### config.mk
export PLATFORM = sky130hd
export DESIGN_NAME = tstreg_window
export DESIGN_NICKNAME = d
export VERILOG_FILES = /design/src/rtl/tw_pkg.sv /design/src/rtl/tw_unlock.sv /design/src/rtl/tw_banks.sv /design/src/rtl/tstreg_window.sv
export SDC_FILE = /design/constraint.sdc
export NUM_CORES = 2
export LEC_CHECK = 0
export CAP_MARGIN = 0
export CORE_ASPECT_RATIO = 1.2
export CORE_UTILIZATION = 57
export CTS_CLUSTER_DIAMETER = 100
export DETAILED_ROUTE_END_ITERATION = 10
export PLACE_DENSITY = 0.76
export SYNTH_ARGS = -nofsm -noshare
export SYNTH_HDL_FRONTEND = slang
export SYNTH_SLANG_ARGS = --single-unit
export TNS_END_PERCENT = 50
### constraint.sdc
create_clock -name clk -period 1.95 [get_ports clk]
set_clock_uncertainty 0.1 [all_clocks]
set_input_delay 0.2925 -clock clk [delete_from_list [all_inputs] [get_ports clk]]
set_output_delay 0.2925 -clock clk [all_outputs]
set_load 0.1 [all_outputs]
### src/rtl/tw_pkg.sv
package tw_pkg;
    localparam int REGW  = 16;
    localparam int IDXW  = 5;
    localparam int BANKW = 2;

    localparam logic [4:0] A_CTL  = 5'd20;
    localparam logic [4:0] A_RDAT = 5'd21;
    localparam logic [4:0] A_WDAT = 5'd23;

    localparam int B_RD   = 15;
    localparam int B_WR   = 14;
    localparam int B_BANK = 11;
    localparam int B_TM   = 10;
    localparam int B_RIDX = 5;
    localparam int B_WIDX = 0;

    localparam logic [REGW-1:0] TM_ONLY = 16'h0400;

    typedef enum logic [2:0] {
        UL_IDLE,
        UL_Z1,
        UL_T1,
        UL_Z2,
        UL_OPEN
    } ul_state_e;

    typedef struct packed {
        logic             rd;
        logic             wr;
        logic [BANKW-1:0] bank;
        logic [IDXW-1:0]  ridx;
        logic [IDXW-1:0]  widx;
    } cmd_t;
endpackage

### src/rtl/tw_unlock.sv
module tw_unlock
    import tw_pkg::*;
(
    input  logic            clk,
    input  logic            rst_n,
    input  logic            ctl_we,
    input  logic [REGW-1:0] ctl_val,
    output logic            open_o
);
    ul_state_e st_d, st_q;

    always_comb begin
        st_d = st_q;
        if (ctl_we) begin
            if (ctl_val == '0) begin
                st_d = (st_q == UL_T1) ? UL_Z2 : UL_Z1;
            end else if (ctl_val == TM_ONLY) begin
                case (st_q)
                    UL_Z1:   st_d = UL_T1;
                    UL_Z2:   st_d = UL_OPEN;
                    UL_OPEN: st_d = UL_OPEN;
                    default: st_d = UL_IDLE;
                endcase
            end else begin
                st_d = (st_q == UL_OPEN && ctl_val[B_TM]) ? UL_OPEN : UL_IDLE;
            end
        end
    end

    always_ff @(posedge clk) begin
        if (!rst_n) st_q <= UL_IDLE;
        else        st_q <= st_d;
    end

    assign open_o = (st_q == UL_OPEN);

    // opening is always caused by a test-mode-only write
    p_open_on_tm_r3: assert property (@(posedge clk) disable iff (!rst_n)
        $rose(open_o) |-> $past(ctl_we && ctl_val == TM_ONLY));

    // a zero control write always locks
    p_zero_locks_r9: assert property (@(posedge clk) disable iff (!rst_n)
        (ctl_we && ctl_val == '0) |=> !open_o);
endmodule

### src/rtl/tw_banks.sv
module tw_banks #(
    parameter int               NBANK = 4,
    parameter int               DEPTH = 32,
    parameter int               W     = 16,
    parameter logic [NBANK-1:0] LIVE  = 4'b1011
) (
    input  logic                     clk,
    input  logic                     rst_n,
    input  logic                     wr_en,
    input  logic [$clog2(NBANK)-1:0] wr_bank,
    input  logic [$clog2(DEPTH)-1:0] wr_idx,
    input  logic [W-1:0]             wr_data,
    input  logic [$clog2(NBANK)-1:0] rd_bank,
    input  logic [$clog2(DEPTH)-1:0] rd_idx,
    output logic [W-1:0]             rd_data
);
    localparam int BW = $clog2(NBANK);

    logic [W-1:0] bank_out [NBANK];

    for (genvar b = 0; b < NBANK; b++) begin : g_bank
        if (LIVE[b]) begin : g_live
            logic [W-1:0] mem_d [DEPTH];
            logic [W-1:0] mem_q [DEPTH];

            always_comb begin
                mem_d = mem_q;
                if (wr_en && wr_bank == BW'(b)) mem_d[wr_idx] = wr_data;
            end

            always_ff @(posedge clk) begin
                if (!rst_n) begin
                    for (int i = 0; i < DEPTH; i++) mem_q[i] <= '0;
                end else begin
                    mem_q <= mem_d;
                end
            end

            assign bank_out[b] = mem_q[rd_idx];
        end else begin : g_hole
            assign bank_out[b] = '0;
        end
    end

    assign rd_data = bank_out[rd_bank];
endmodule

### src/rtl/tstreg_window.sv
module tstreg_window
    import tw_pkg::*;
#(
    parameter int               NBANK = 4,
    parameter int               DEPTH = 32,
    parameter logic [NBANK-1:0] LIVE  = 4'b1011
) (
    input  logic        clk,
    input  logic        rst_n,
    input  logic        mgmt_we,
    input  logic [4:0]  mgmt_addr,
    input  logic [15:0] mgmt_wdata,
    output logic [15:0] mgmt_rdata
);
    typedef struct packed {
        logic [REGW-1:0] ctrl;
        logic [REGW-1:0] wdat;
        logic [REGW-1:0] rdat;
        cmd_t            pend;
    } st_t;

    st_t s_d, s_q;
    logic ctl_we;
    logic open;
    logic [REGW-1:0] bank_rd;

    assign ctl_we = mgmt_we && (mgmt_addr == A_CTL);

    tw_unlock u_unlock (
        .clk     (clk),
        .rst_n   (rst_n),
        .ctl_we  (ctl_we),
        .ctl_val (mgmt_wdata),
        .open_o  (open)
    );

    tw_banks #(.NBANK(NBANK), .DEPTH(DEPTH), .W(REGW), .LIVE(LIVE)) u_banks (
        .clk     (clk),
        .rst_n   (rst_n),
        .wr_en   (s_q.pend.wr),
        .wr_bank (s_q.pend.bank),
        .wr_idx  (s_q.pend.widx),
        .wr_data (s_q.wdat),
        .rd_bank (s_q.pend.bank),
        .rd_idx  (s_q.pend.ridx),
        .rd_data (bank_rd)
    );

    always_comb begin
        s_d = s_q;
        s_d.ctrl[B_RD] = 1'b0;
        s_d.ctrl[B_WR] = 1'b0;
        if (s_q.pend.rd) s_d.rdat = bank_rd;
        s_d.pend = '0;
        if (mgmt_we && mgmt_addr == A_WDAT) s_d.wdat = mgmt_wdata;
        if (ctl_we) begin
            s_d.ctrl = mgmt_wdata;
            if (open && mgmt_wdata[B_TM]) begin
                s_d.pend.rd   = mgmt_wdata[B_RD];
                s_d.pend.wr   = mgmt_wdata[B_WR];
                s_d.pend.bank = mgmt_wdata[B_BANK +: BANKW];
                s_d.pend.ridx = mgmt_wdata[B_RIDX +: IDXW];
                s_d.pend.widx = mgmt_wdata[B_WIDX +: IDXW];
            end
        end
    end

    always_ff @(posedge clk) begin
        if (!rst_n) s_q <= '0;
        else        s_q <= s_d;
    end

    always_comb begin
        case (mgmt_addr)
            A_CTL:   mgmt_rdata = s_q.ctrl;
            A_RDAT:  mgmt_rdata = s_q.rdat;
            A_WDAT:  mgmt_rdata = s_q.wdat;
            default: mgmt_rdata = '0;
        endcase
    end

    // strobes are visible for only one cycle after a control write
    p_strobe_clear_r7: assert property (@(posedge clk) disable iff (!rst_n)
        (ctl_we ##1 !ctl_we) |=> (s_q.ctrl[B_RD:B_WR] == 2'b00));

    // with the banks locked and no read in flight, read data holds
    p_locked_hold_r8: assert property (@(posedge clk) disable iff (!rst_n)
        (!open && !s_q.pend.rd) |=> $stable(s_q.rdat));
endmodule

==> qor.txt <==
crit-path most repeated cell: buf_12
Critical Path Source Type: flip-flop
first-pass GRT wire length: 380,000 um
Cell variety after synth: 59
Routability Congestion: 0.999
vias in the first global route: 63,500
DP Worst Slack: -0.772 ns
Hold Path Stages: 4
Final ANT Viol Nets: 0
status: complete, but fails checks
Post-synth EDFFs: 0
met3 wire length: 30,800 um
max-slew violation count: 0
area leader, netlist: dfxtp_1
Clk Latency, worst-skew pair: 0.81 ns
highest metal used: met5
port buffer count: 39
total CTS buffers: 156
worst hold endpoint: s_q[40]$_SDFFE_PN0P_
Vias per Instance: 6.43
share of the synthesized area in the top cell type: 43.7%
Initial Util: 57.7%
Tot Pwr: 64.3 mW
Synth Register Bits: 1,601
fin util: 71.9%
r2r endpoint: s_q[26]$_SDFFE_PN0P_
critical-path cell list: buf_12, buf_16, buf_12, mux4_2, o221ai_2, a21oi_2, buf_4, nand2_1, a41oi_1
Final Hold Violating Endpoints: 0
max-cap viol count: 0
largest net degree at the start of global routing: 163
met2 wire length: 118,000 um
Achievable Freq: 0.399 GHz
cells after synthesis: 8,077
core area: 127,000 um^2
top-count cell post-synth: nand2_1
Core Rows: 143
antenna cell count: 0
CP max stage delay: 0.43 ns
Nets: 8,397
reg2reg start: s_q[6]$_SDFF_PN0_
post-synth net total: 8,101
DRT met1 WL: 92,100 um
final period utilization: 129%
hpwl dp: 156,000 um
CP Buf/Inv Count: 4
share of cells above drive strength 1: 24.5%
Synth area leaders: dfxtp_1 (44%), nand2_1 (15%), mux4_2 (12%), a21boi_0 (9.8%), a21boi_1 (5.2%)
post-route minimum period: 2.51 ns
Slew Limit Headroom: 27.3%
Primary FF master, synth: dfxtp_1
CP top delay family: compound AO/OA/AOI/OAI gates
routed vias: 65,400
hold_sp: mgmt_wdata[10]
Pre-Repair DR Iteration Count: 11
Tightest Pin Transition: 1.09 ns
Die Wd: 329 um
Data required, critical path: 2.56 ns
Final setup viols: 1,302
Max rail drop VDD: 0.000945 V
mean post-synth cell area: 9.08 um^2
violated checks: design-rule violations, negative setup slack
Worst R2R Setup Slack: -0.56 ns
register area share after synthesis: 43.7%
drt drc: 8
Total Routing Usage GR: 38.2%
Max FO, Critical Path: 14
worst hold path type: input port to flip-flop
clock slew at reported path FFs: 0.07 ns
Setup WS post-layout: -0.558 ns
CTS Sinks: 1,601
pwr/cell area: 703 nW/um^2
Synth warnings: 0
drt wl/cell: 25.8 um
CTS tree: done
worst reg-to-reg path cell count: 9
setup repair after global routing missed its margin: yes
Leak: 30.6 nW
CTS Root Buffer Type: clkbuf_16
Detailed Route WL: 262,000 um
Crit. End Element: flip-flop
arrival time worst endpoint: 3.12 ns
CP Launch Point: s_q[6]$_SDFF_PN0_
final hold slack: 0.110 ns
critical path class: flip-flop to flip-flop
Die Y-Extent: 395 um
top post-synthesis cells by count: nand2_1 (3,019), dfxtp_1 (1,601), a21boi_0 (962)
Max Buffers Root-to-Sink: 3
Post-synth ARST share: 0%
slowest CP cell: a21oi_2
Top Ports: 40
grt ovf: 0
initial antenna violation count: 2
Synth Cell Area: 73,300 um^2
Starting DRT DRC Count: 9,401
Die ar.: 130,000 um^2
H-tree depth: 4
Area Growth Syn to Fin: 24.6%
==> cell families after synthesis <==
kind of cell,Yosys count,share of synthesized area [%]
compound gates,1798,17.8
flops,1601,43.7
simple gates,3360,19.0
buf+inv,731,4.92
mux,587,14.6
==> through the flow <==
step                instance area, um^2  TNS [ns]  cells
floorplan                         73500     -1.69   8077
global placement                  81500   -108.41   9763
detailed placement                81500   -131.83   9763
CTS                               89300    -63.20  10100
global route                      91400   -218.40  10200
finish                            91400   -165.24  10200
==> worst max path at each step <==
stage / end / depth (start not counted)
after floorplan: mgmt_rdata[0] / 4
after global placement: s_q[27]$_SDFFE_PN0P_ / 9
after detailed placement: s_q[27]$_SDFFE_PN0P_ / 9
after CTS: s_q[25]$_SDFFE_PN0P_ / 10
after global routing: s_q[26]$_SDFFE_PN0P_ / 10
final: s_q[26]$_SDFFE_PN0P_ / 9
==> flip-flops by register name, summed over array words and instances (netlist names) <==
signal,flops
s_q,62
u_unlock.st_q,3
u_banks.g_bank.g_live.mem_q,1536
==> tightest hold or removal path, cell delays in order <==
cell and delay, ns:
clkdlybuf4s50_1 0.42, buf_4 0.16, nand2_1 0.05, a21boi_1 0.05
==> power by group <==
part / leakage, nW / internal (mW) / switching, mW
clock: 2.49 / 17.1 / 13.2
sequential: 12.9 / 32.7 / 0.00496
combinational: 15.2 / 0.638 / 0.656
==> area by class of cell <==
class,count,area (um^2)
Multi-Input combinational cell,5745,40500
Inverter,2,7.51
Fill cell,8150,35800
Clock inverter,47,472
Sequential cell,1601,32200
Timing Repair Buffer,867,11600
Clock buffer,228,4560
Tap cell,1667,2090
==> what timing repair did <==
| item | 4_1_cts | 5_1_grt |
|---|---|---|
| hold buffers | 1 | 0 |
| resized for setup | 412 | 512 |
| setup endpoints to repair | 1504 | 1540 |
| cloned | 25 | 14 |
| pin swaps | 87 | 168 |
| buffers inserted | 62 | 36 |
| endpoints found under the hold margin | 105 | 0 |
==> cells in the final DEF (no fill, tap or decap), types with 18 or more instances in the layout <==
cell / synthesis / final
nand2_1: 3019 / 2847
dfxtp_1: 1601 / 1560
a21boi_0: 962 / 806
a21boi_1: 509 / 586
buf_4: 64 / 423
mux4_2: 381 / 382
buf_12: 2 / 312
clkbuf_16: 0 / 175
mux2i_1: 203 / 154
o21ai_0: 131 / 114
nor2b_1: 101 / 97
nand2_4: 1 / 94
nand2_2: 21 / 92
nor2_4: 63 / 81
a21boi_2: 0 / 79
buf_6: 47 / 52
clkbuf_1: 421 / 36
dfxtp_4: 0 / 35
clkbuf_8: 0 / 34
mux2i_4: 0 / 32
a21oi_1: 33 / 26
clkinv_2: 0 / 26
buf_16: 0 / 22
o22ai_1: 46 / 21
clkdlybuf4s50_1: 0 / 21
a22oi_2: 0 / 20
o22ai_2: 0 / 19
nor2_2: 26 / 18
==> layer usage <==
metal  vias up  GRT usage (%)
met3      1218           9.11
met1     31700           46.6
li1      27900              -
met2      4534           59.0
met4         4           27.7
met5         -              0
Power figures use the tool's default switching activity.
